`src/rtl/sdq_pkg.sv`:
```
package sdq_pkg;
  typedef enum logic {CLS_APP = 1'b0, CLS_PROT = 1'b1} thr_cls_e;
endpackage

```
`src/rtl/sdq_admit.sv`:
```
module sdq_admit #(
  parameter int DEPTH   = 8,
  parameter int RESERVE = 1,
  parameter int NUM_APP = 4,
  localparam int TID_W  = $clog2(NUM_APP + 1),
  localparam int CNT_W  = $clog2(DEPTH + 1)
) (
  input  logic [CNT_W-1:0] count_i,
  input  logic             enq_valid_i,
  input  logic [TID_W-1:0] enq_tid_i,
  input  logic             flush_i,
  output logic             app_ready_o,
  output logic             prot_ready_o,
  output logic             push_o
);
  import sdq_pkg::*;

  localparam logic [CNT_W-1:0] AppLimit  = CNT_W'(DEPTH - RESERVE);
  localparam logic [CNT_W-1:0] ProtLimit = CNT_W'(DEPTH);
  localparam logic [TID_W-1:0] ProtTid   = TID_W'(NUM_APP);

  thr_cls_e cls;

  always_comb begin
    cls          = (enq_tid_i == ProtTid) ? CLS_PROT : CLS_APP;
    app_ready_o  = count_i < AppLimit;
    prot_ready_o = count_i < ProtLimit;
    push_o       = enq_valid_i && !flush_i &&
                   ((cls == CLS_PROT) ? prot_ready_o : app_ready_o);
  end
endmodule

```
`src/rtl/sdq_occ.sv`:
```
module sdq_occ #(
  parameter int DEPTH  = 8,
  localparam int CNT_W = $clog2(DEPTH + 1)
) (
  input  logic             clk_i,
  input  logic             rst_ni,
  input  logic             flush_i,
  input  logic             push_i,
  input  logic             pop_i,
  output logic [CNT_W-1:0] count_o
);
  always_ff @(posedge clk_i or negedge rst_ni) begin
    if (!rst_ni)                count_o <= '0;
    else if (flush_i)           count_o <= '0;
    else if (push_i && !pop_i)  count_o <= count_o + 1'b1;
    else if (pop_i && !push_i)  count_o <= count_o - 1'b1;
  end
endmodule

```
`src/rtl/sdq_store.sv`:
```
module sdq_store #(
  parameter int DEPTH  = 8,
  parameter int ENT_W  = 19,
  localparam int PTR_W = (DEPTH > 1) ? $clog2(DEPTH) : 1
) (
  input  logic             clk_i,
  input  logic             rst_ni,
  input  logic             flush_i,
  input  logic             push_i,
  input  logic             pop_i,
  input  logic [ENT_W-1:0] wdata_i,
  output logic [ENT_W-1:0] head_o
);
  localparam logic [PTR_W-1:0] LastIdx = PTR_W'(DEPTH - 1);

  logic [PTR_W-1:0] wr_ptr, rd_ptr;
  logic [ENT_W-1:0] mem [DEPTH];

  always_ff @(posedge clk_i or negedge rst_ni) begin
    if (!rst_ni) begin
      wr_ptr <= '0;
      rd_ptr <= '0;
    end else if (flush_i) begin
      wr_ptr <= '0;
      rd_ptr <= '0;
    end else begin
      if (push_i) wr_ptr <= (wr_ptr == LastIdx) ? '0 : wr_ptr + 1'b1;
      if (pop_i)  rd_ptr <= (rd_ptr == LastIdx) ? '0 : rd_ptr + 1'b1;
    end
  end

  for (genvar g = 0; g < DEPTH; g++) begin : g_slot
    always_ff @(posedge clk_i) begin
      if (push_i && wr_ptr == PTR_W'(g)) mem[g] <= wdata_i;
    end
  end

  assign head_o = mem[rd_ptr];
endmodule

```
`src/rtl/shared_dq.sv`:
```
module shared_dq #(
  parameter int DEPTH   = 8,
  parameter int RESERVE = 1,
  parameter int NUM_APP = 4,
  parameter int DATA_W  = 16,
  localparam int TID_W  = $clog2(NUM_APP + 1),
  localparam int CNT_W  = $clog2(DEPTH + 1),
  localparam int ENT_W  = TID_W + DATA_W
) (
  input  logic              clk_i,
  input  logic              rst_ni,
  input  logic              flush_i,
  input  logic              enq_valid_i,
  input  logic [TID_W-1:0]  enq_tid_i,
  input  logic [DATA_W-1:0] enq_data_i,
  output logic              app_ready_o,
  output logic              prot_ready_o,
  output logic              deq_valid_o,
  output logic [TID_W-1:0]  deq_tid_o,
  output logic [DATA_W-1:0] deq_data_o,
  input  logic              deq_ready_i
);
  logic [CNT_W-1:0] count;
  logic             push, pop;
  logic [ENT_W-1:0] head;

  assign deq_valid_o = count != '0;
  assign pop         = deq_valid_o && deq_ready_i && !flush_i;

  sdq_admit #(.DEPTH(DEPTH), .RESERVE(RESERVE), .NUM_APP(NUM_APP)) u_admit (
    .count_i     (count),
    .enq_valid_i (enq_valid_i),
    .enq_tid_i   (enq_tid_i),
    .flush_i     (flush_i),
    .app_ready_o (app_ready_o),
    .prot_ready_o(prot_ready_o),
    .push_o      (push)
  );

  sdq_occ #(.DEPTH(DEPTH)) u_occ (
    .clk_i  (clk_i),
    .rst_ni (rst_ni),
    .flush_i(flush_i),
    .push_i (push),
    .pop_i  (pop),
    .count_o(count)
  );

  sdq_store #(.DEPTH(DEPTH), .ENT_W(ENT_W)) u_store (
    .clk_i  (clk_i),
    .rst_ni (rst_ni),
    .flush_i(flush_i),
    .push_i (push),
    .pop_i  (pop),
    .wdata_i({enq_tid_i, enq_data_i}),
    .head_o (head)
  );

  assign {deq_tid_o, deq_data_o} = head;
endmodule

```
`config.mk`:
```
export PLATFORM = sky130hd
export DESIGN_NAME = shared_dq
export DESIGN_NICKNAME = d
export VERILOG_FILES = /design/src/rtl/sdq_pkg.sv /design/src/rtl/sdq_admit.sv /design/src/rtl/sdq_occ.sv /design/src/rtl/sdq_store.sv /design/src/rtl/shared_dq.sv
export SDC_FILE = /design/constraint.sdc
export NUM_CORES = 1
export LEC_CHECK = 0
export BUFFER_PORTS_ARGS = -buffer_cell sky130_fd_sc_hd__buf_2
export CORE_ASPECT_RATIO = 0.5
export CORE_MARGIN = 5
export CORE_UTILIZATION = 30
export DETAILED_ROUTE_END_ITERATION = 10
export GPL_TIMING_DRIVEN = 0
export HOLD_SLACK_MARGIN = 0.05
export SLEW_MARGIN = 20
export SYNTH_ARGS = -nofsm -noshare
export SYNTH_HDL_FRONTEND = slang
export SYNTH_SLANG_ARGS = --single-unit
```
`constraint.sdc`:
```
create_clock -name clk_i -period 5.9 [get_ports clk_i]
set_clock_uncertainty 0.1 [all_clocks]
set_input_delay 0.59 -clock clk_i [delete_from_list [all_inputs] [get_ports clk_i]]
set_output_delay 0.59 -clock clk_i [all_outputs]
set_load 0.01 [all_outputs]
```
Word level (Yosys, flattened, before mapping) --
Memory sizes are Yosys's and may differ from the RTL's. Cells that the tools add are included.
Operators by class: reduce and logical (&&, ||, !) cells 29, $add $sub $neg 4, $lt $le $gt $ge 2, eq/ne operators 9, multiplexer cells 48
Operator list (count):
- $mux 19 | 7
- $reduce_or 19->1 | 7
- $mux 3 | 13
- $mux 1 | 25
- $eq 3x3->1 const B | 6
- $logic_and 1x1->1 | 14
- $mux 4 | 3
- $add 3x1->3 const B | 2
- $eq 3x2->1 const B | 2
- $add 4x1->4 const B | 1
- $lt 4x3->1 const B | 1
- $lt 4x4->1 const B | 1
- $reduce_bool 2->1 | 2
- $reduce_bool 4->1 | 1
- $sub 4x1->4 const B | 1
- $eq 3x1->1 const B | 1
- $logic_not 1->1 | 3
- $logic_not 3->1 | 1
- $reduce_bool 3->1 | 1
Storage, ports and cells: word-level logic and storage cells 96, memory bits (writable) 152, memories 1, input port bits 24, register bits after elaboration 10, output and inout bits 22
Memories:
- u_store.mem | depth 8, width 19, rd ports 1, clocked after Yosys merged registers in 0, wr ports 1, line sdq_store.sv:17 | logic [ENT_W-1:0] mem [DEPTH];

Logic depth before layout (Yosys ltp) --
Gate-level depths: netlist (run 1).
word-level depth 15, depth in mapped cells 11, depth with buffers taken out 8

Modules after synthesis --
From an unflattened synthesis (run 1), not the netlist that was laid out.
Second synthesis, totals: cell total of the unflattened synthesis 299, area total of the unflattened synthesis 6632.6 µm²
Modules (own cells, without submodules):
- sdq_store | area an instance 6268.5 µm², instances 1, sequential area each 4714.5 µm², cells an instance 261
- sdq_occ | area an instance 302.8 µm², instances 1, sequential area each 100.1 µm², cells an instance 30
- sdq_admit | area an instance 41.3 µm², instances 1, sequential area each 0.0 µm², cells an instance 6
- shared_dq | area an instance 20.0 µm², instances 1, sequential area each 0.0 µm², cells an instance 2

Worst setup path after synthesis (run 1) --
Ideal clock, no wire load.
path type input -> register, start input enq_tid_i[1], end register u_occ.count_o[3], required time 5718 ps, buffers on the path 2, data arrival time 2601 ps, setup slack 3118 ps, stages 10, library setup time 82 ps, cell sequence nor3b_1 -> o211a_1 -> buf_6 -> clkbuf_1 -> nand2_1 -> ha_1 -> a21oi_1 -> nand2_1 -> or4_1 -> a31oi_1
On the way: cells in the longest elaborated chain, start to end 7, elaborated cells between the ends (all ways) 10, those cells by class eq/ne (1); mux (4); reduce/logical (5)
RTL lines:
- from (decl) | line shared_dq.sv:14 | input logic [TID_W-1:0] enq_tid_i,
- $eq 3x3->1 * | line sdq_admit.sv:25 | cls = (enq_tid_i == ProtTid) ? CLS_PROT : CLS_APP;
- $mux 1 * | line sdq_admit.sv:25
- $mux 1 * | line sdq_admit.sv:29 | ((cls == CLS_PROT) ? prot_ready_o : app_ready_o);
- $logic_and 1x1->1 * | line sdq_admit.sv:28 | push_o = enq_valid_i && !flush_i &&
- $logic_and 1x1->1 or $logic_not 1->1 (tied branches) | line sdq_occ.sv:15, sdq_occ.sv:16
- $mux 4 or $logic_and 1x1->1 (tied branches) | line sdq_occ.sv:15, sdq_occ.sv:16
- $mux 4 or $reduce_bool 3->1 (tied branches)
- to (signal assigned) | line sdq_occ.sv:15 | else if (push_i && !pop_i) count_o <= count_o + 1'b1;
- to (signal assigned) | line sdq_occ.sv:16 | else if (pop_i && !push_i) count_o <= count_o - 1'b1;
- to (decl) | line sdq_occ.sv:10 | output logic [CNT_W-1:0] count_o
Every way passes the cells marked *; elsewhere a longest branch is shown, timed or not. A chain may end at the register's enable or synchronous reset.

Final worst setup path (run 1) --
start register u_store.rd_ptr[1], end output deq_tid_o[1]
On the way: cells in the longest elaborated chain, start to end 1
RTL lines:
- from (decl) | line sdq_store.sv:16 | logic [PTR_W-1:0] wr_ptr, rd_ptr;
- from (signal assigned) | line sdq_store.sv:28 | if (pop_i) rd_ptr <= (rd_ptr == LastIdx) ? '0 : rd_ptr + 1'b1;
- $mem_v2 8x19
- to (decl) | line shared_dq.sv:19 | output logic [TID_W-1:0] deq_tid_o,
Every way passes these cells.

==> results of run 1 <==
==> stage by stage <==
| step | total power (uW) | hold slack, ns |
|---|---|---|
| after CTS | 3188 | 0.3189 |
| final | 3143 | 0.3453 |
| after detailed placement | 2068 | 0.3688 |
| after global placement | 2054 | 0.3739 |
| after global routing | 3283 | 0.3388 |
| after floorplan | 1849 | 0.1944 |
==> path summary, 6_finish.rpt <==
kind	slack, ns	endpoint	from
max	2.49	deq_tid_o[1]	u_store.rd_ptr[1]$_DFFE_PN0P_
min	0.35	u_store.mem[0][8]$_DFFE_PP_	enq_data_i[8]
max reg2reg	2.92	u_occ.count_o[3]$_DFFE_PN0P_	u_occ.count_o[3]$_DFFE_PN0P_
min reg2reg	0.52	u_store.wr_ptr[0]$_DFFE_PN0P_	u_store.wr_ptr[0]$_DFFE_PN0P_
max in group asynchronous	5.04	u_store.rd_ptr[1]$_DFFE_PN0P_	rst_ni
min in group asynchronous	0.47	u_store.wr_ptr[2]$_DFFE_PN0P_	rst_ni
==> cell type report <==
| cell class | instances | area (um2) |
|---|---|---|
| Clock inverter | 12 | 162.7 |
| Inverter | 8 | 30.03 |
| Clock buffer | 20 | 436.7 |
| Timing Repair Buffer | 47 | 250.2 |
| Fill cell | 2008 | 13750 |
| Tap cell | 300 | 375.4 |
| Multi-Input combinational cell | 122 | 1592 |
| Sequential cell | 162 | 4815 |
| Buffer | 16 | 75.07 |
==> power by group <==
part           switching (uW)  total, uW  internal (uW)  leakage, uW
Sequential               25.5       1350           1330      0.00151
Clock                     417       1120            702     0.000291
Combinational             345        673            328     0.000755
Total                     787       3140           2360      0.00255
==> kinds of logic (layout without fill, tap and decap cells) <==
logic type	count (synthesis)	after routing
AO/OA/AOI/OAI	14	14
AND/OR/NAND/NOR	37	37
adder cells (fa/ha/maj)	11	11
multiplexers	58	58
XOR/XNOR	2	2
flip-flops	162	162
buffers and inverters	24	103
==> cells in the final DEF, fill, tap and decap left out, types with 6 or more instances in the layout <==
cell type  instances
buf_2             51
clkbuf_1          12
clkbuf_16         17
dfrtp_1           10
edfxtp_1         152
ha_1              10
inv_1              8
mux2_2            19
mux4_2            38
or4_1              6
==> per-layer routing <==
layer,global-route usage [%],share of wire (%),routed length [um],vias to the layer above
li1,-,-,-,1413
met4,4.264,1.4,181,0
met3,2.880,3.1,394,14
met1,13.42,44,5594,1634
met2,17.58,51,6421,40
met5,0,0,0,-
==> flip-flops by register name, summed over array words and instances, names as in the netlist <==
register	cells
u_occ.count_o	4
u_store.mem	152
u_store.rd_ptr	3
u_store.wr_ptr	3
==> metrics.txt, run 1 <==
Die Area 24900 um2; Die X 218.2 um; status finished, final reports clean; area grow syn2layout 18.97%; Setup CP Type flip-flop to output port; LEAKAGE 0.002552 uW; Post-synth top cells 152 x edfxtp_1, 38 x mux4_2, 19 x mux2_2; clk slew on worst S/H paths 0.06 ns; post-cts repair resize count 0; Yosys Warn Count 0; final setup fails 0; Synth Area in Simple Gates 3.406%; Worst R2R Path Depth 11; worst path cell trace clkbuf_1 -> buf_2 -> mux4_2 -> mux2_2 -> buf_2; async set-reset flop share out of synthesis 6.173%; H-tree depth 4; CTS root buffer clkbuf_16; drc violations 0; cts bufs inserted 17; Hold Path Depth 1; post-synthesis sequential area ratio 74.04%; number of synthesized flops with an enable pin 152; max-cap viol count 0; CTS hold repair buffers 1; Global Route Usage Sum 10.61%; Synth Area per Inst 21.11 um2; RSZ-0062 raised after global routing no; core area 21490 um2; Synth Area in XOR/XNOR 0.4810%; total gr overflow 0; share of the synthesized area in the top cell type 70.19%; Synth Register Bits 162; Compound-Gate Fraction of Synth Area 1.616%; largest family of logic cells by synthesized area multiplexers; Nets 409; Crit. path cell count 5; Synth area leaders edfxtp_1 70%, mux4_2 13%, dfrtp_1 3.8%, mux2_2 3.3%, ha_1 1.9%; Post-CTS Setup Repair Bufs 0; Most Frequent Cell on Critical Path buf_2; Util after Layout 36.00%; Routed wire per std cell 18.33 um; cell with the most instances after synthesis edfxtp_1; worst setup margin 2.490 ns; Crit. End Element output port; fin area 7736 um2; Max-slew headroom 42.98%; Critical Path Fanout Max 10; crit share post-route 57.80%; Worst EP required 5.21 ns; max incr delay on CP 0.64 ns; Peak supply drop 0.0001724 V; row count 38; mux cell area share after synthesis 16.61%; fraction of layout instances using a drive strength above 1 37.47%; first-pass GRT wire length 19.42 mm; fin. max-slew vios 0; initial antenna violation count 0; Final HPWL DP 7.594 mm; CTS Buffer Depth 2; Least-Margin Pin Slew 0.8460 ns; Setup TNS 0 ns; drt first pass iters 4; startpoint types flip-flop; Top delay family on crit path buffers and inverters; Synth Cell Area 6502 um2; CTS Sinks 162; IO Pins 46; GP Congestion 0.7653; Power Density 406.2 nW/um2; slowest CP cell clkbuf_1; Final min period 3.410 ns; Syn Nets 343; largest net degree at the start of global routing 20; diode count 0; Clk Latency, worst-skew pair 0.42 ns; synthesized-area fraction occupied by adder cells 2.232%; CP arrival 2.72 ns; Hold Vio Cnt, Final 0; DR vias 3101; Initial Utilization 30.26%; Iter 0 DRT Violations 167; dpl cells 654; DP Area 7127 um2; CP bufs+invs 3; Synth Flop Type edfxtp_1; CTS tree built; Die H 114.1 um; Tightest Hold Check Type input port to flip-flop; vias in the first global route 3319; largest area contributor in the netlist edfxtp_1; vias per cell 4.514; Post-DRT Antenna Nets 0; Post-Syn Instances 308; Fmax 293.2 MHz; IO buf count 45; worst slack at placement 2.542 ns; WL final 12.59 mm; Non-Filler Instances 687; Yosys cell types 35
No activity file was read; power rests on OpenSTA's default activity.
==> run 2: changes to the inputs <==
--- a/config.mk
+++ b/config.mk
@@ -5,6 +5,7 @@
 export SDC_FILE = /design/constraint.sdc
 export NUM_CORES = 1
 export LEC_CHECK = 0
+export ABC_AREA = 1
 export BUFFER_PORTS_ARGS = -buffer_cell sky130_fd_sc_hd__buf_2
 export CORE_ASPECT_RATIO = 0.5
 export CORE_MARGIN = 5
==> constraint.sdc (replaced) <==
create_clock -name clk_i -period 2.9 [get_ports clk_i]
set_clock_uncertainty 0.1 [all_clocks]
set_input_delay 0.29 -clock clk_i [delete_from_list [all_inputs] [get_ports clk_i]]
set_output_delay 0.29 -clock clk_i [all_outputs]
set_load 0.01 [all_outputs]
==> metrics.txt, run 2 <==
synthesized-area fraction occupied by adder cells 2.182% (-0.050 points); async set-reset flop share out of synthesis 6.173% (unchanged); fill count 2092 (+4.2%); Initial Utilization 30.61% (+0.35 points); Largest Register u_store.mem; total gr overflow 0 (unchanged); first-pass GRT wire length 25.21 mm (+30%); Top Registers u_store.mem (152), u_occ.count_o (4); final setup fails 0 (unchanged); DR vias 4401 (+42%); diode count 0 (unchanged); cts bufs inserted 17 (unchanged); Die H 115.3 um (+1.0%); Synth Register Bits 162 (unchanged); row count 38 (unchanged); mux cell area share after synthesis 0% (-17 points); largest net degree at the start of global routing 20 (unchanged); vias per cell 4.732 (+4.8%); Worst R2R End u_store.mem[1][2]$_DFFE_PP_; Hold Path End u_store.mem[3][13]$_DFFE_PP_; LEAKAGE 0.002898 uW (+14%); fin. max-slew vios 0 (unchanged); Critical Path Fanout Max 10 (unchanged); Peak supply drop 0.0003679 V (+110%); Final HPWL DP 10.72 mm (+41%); CTS Sinks 162 (unchanged); area of the multi-input gates 1642 um2 (+3.1%); IO buf count 45 (unchanged); crit share post-route 91.42%; Hold Path Depth 1 (unchanged); largest family of logic cells by synthesized area simple AND/OR/NAND/NOR gates; cell with the most instances after synthesis edfxtp_1; Synth Cell Area 6651 um2 (+2.3%); sequential cell area 4815 um2 (unchanged); Hold Vio Cnt, Final 0 (unchanged); Synth Flop Type edfxtp_1; Clk Latency, worst-skew pair 0.42 ns (about the same); clk slew on worst S/H paths 0.06 ns (about the same); IO Pins 46 (unchanged); Post-synth top cells 152 x edfxtp_1, 121 x nor2_1, 79 x nand2_1; share of the synthesized area in the top cell type 68.62% (-1.6 points); startpoint types flip-flop; register-to-register setup slack 0.50 ns (-2.42 ns); most common cell after layout, fill and taps aside edfxtp_1; post-synthesis sequential area ratio 72.39% (-1.7 points); Power Density 797.8 nW/um2 (+96%); Hold WS 0.06431 ns (-0.2810 ns); CP arrival 2.26 ns (-0.46 ns); largest area contributor in the netlist edfxtp_1; commonest cells after routing, fill and taps aside 152 x edfxtp_1, 119 x nor2_1, 79 x nand2_1; number of synthesized flops with an enable pin 152 (unchanged); Yosys cell types 26 (-26%); initial antenna violation count 0 (unchanged); Setup CP Type flip-flop to output port; Die Area 25430 um2 (+2.1%); Iter 0 DRT Violations 504 (+200%); Post-Syn Instances 525 (+70%); Least-Margin Pin Slew 0.8287 ns (-0.01728 ns); H-tree depth 4 (unchanged); status finished, final reports clean; Tightest Hold Check Type input port to flip-flop; Syn Nets 560 (+63%); Synth Area per Inst 12.67 um2 (-40%); area grow syn2layout 21.88%; Die X 220.6 um (+1.1%); Util after Layout 37.31% (+1.3 points); drt first pass iters 4 (unchanged); drc violations 0 (unchanged); Yosys Warn Count 0 (unchanged); Final min period 2.651 ns; RSZ-0062 raised after global routing no; Global Route Usage Sum 13.28% (+2.7 points); core area 21730 um2 (+1.1%); Compound-Gate Fraction of Synth Area 9.199% (+7.6 points); hold_sp enq_data_i[13]; Synth Area in Simple Gates 12.49% (+9.1 points); fraction of layout instances using a drive strength above 1 18.89% (-19 points); Routed wire per std cell 17.38 um (-5.2%); Worst EP required 2.51 ns (-2.70 ns); Fmax 377.2 MHz; Post-DRT Antenna Nets 0 (unchanged); Worst R2R Path Depth 7 (-4); CTS root buffer clkbuf_16; Max-slew headroom 44.45% (+1.5 points); CTS Buffer Depth 2 (unchanged); WL final 16.16 mm (+28%); Nets 652 (+59%); Synth Area in XOR/XNOR 0.1317% (-0.35 points); Largest register FFs 152 (unchanged); CTS tree built; vias in the first global route 4398 (+33%); GP Congestion 0.7753 (+1.3%); Crit. End Element output port; r2r startpoint u_occ.count_o[0]$_DFFE_PN0P_; max-cap viol count 0 (unchanged); Synth area leaders edfxtp_1 69%, nor2_1 6.8%, o32ai_1 4.6%, nand2_1 4.5%, dfrtp_1 3.8%
run 2: cell types whose count changed after synthesis, sizes merged, moves of 12 or more:
| cell | before | now |
|---|---|---|
| mux2 | 19 | 0 |
| nand2 | 4 | 81 |
| o32ai | 0 | 38 |
| mux4 | 38 | 0 |
| inv | 8 | 20 |
| o21ai | 1 | 44 |
| nor2 | 5 | 121 |
run 2: worst max-delay path by stage:
stage                                   to                          start
3_3_place_gp   u_store.mem[0][5]$_DFFE_PP_                        flush_i
2_1_floorplan  u_store.mem[5][0]$_DFFE_PP_   u_occ.count_o[0]$_DFFE_PN0P_
6_report                    deq_data_o[13]  u_store.rd_ptr[2]$_DFFE_PN0P_
3_5_place_dp   u_store.mem[1][5]$_DFFE_PP_                        flush_i
5_1_grt                     deq_data_o[15]  u_store.rd_ptr[1]$_DFFE_PN0P_
4_1_cts                     deq_data_o[14]  u_store.rd_ptr[2]$_DFFE_PN0P_
run 2: repair_timing:
action                                 4_1_cts  5_1_grt
hold buffers                                14        0
endpoints found under the hold margin      104        0
setup buffers                                0        0
resized for setup                            0        0
run 2: where the power goes:
| part | switching, uW | internal [uW] |
|---|---|---|
| registers | 70.0 | 2700 |
| logic | 1060 | 582 |
| clock network | 889 | 1170 |
| total | 2020 | 4450 |
run 2: metal layers:
layer / share of wire (%) / vias up / routed length, um / GRT usage [%]
met5: 0 / - / 0 / 0
met4: 1.6 / 0 / 256 / 3.840
met3: 6.9 / 22 / 1115 / 3.473
met2: 46 / 143 / 7426 / 20.97
met1: 46 / 2160 / 7364 / 18.28
li1: - / 2076 / - / -
run 2: worst max-delay path, cell delays in order (launching register included):
cell and delay [ns]:
dfrtp_1 0.37, clkbuf_1 0.53, clkbuf_1 0.54, nand2_1 0.14, nand2_1 0.12, buf_2 0.14
run 2: logic make-up after synthesis:
family                   count (synthesis)
buffers and inverters                   49
flip-flops                             162
adder cells (fa/ha/maj)                 11
XOR/XNOR                                 1
AND/OR/NAND/NOR                        214
AO/OA/AOI/OAI                           88
run 2: area by class of cell:
class,count,share of cell area (%)
well taps,300,4.630
repair buffers,73,6.035
clock inverters,15,1.482
plain buffers,29,2.037
inverters,20,0.9261
clock buffers,17,5.248
flip-flops and latches,162,59.39
multi-input cells,314,20.25
run 2: stage by stage:
stage	setup TNS (ns)	cells	power, uW	setup WS, ns	cell area (um2)
3_3_place_gp	-149.05	870	4390	-1.425	7252
4_1_cts	0	930	6522	0.2035	8107
6_report	0	930	6468	0.2488	8107
2_1_floorplan	0	525	3816	0.1536	6651
3_5_place_dp	0	884	4463	0.4366	7421
5_1_grt	0	930	6821	0.06881	8107
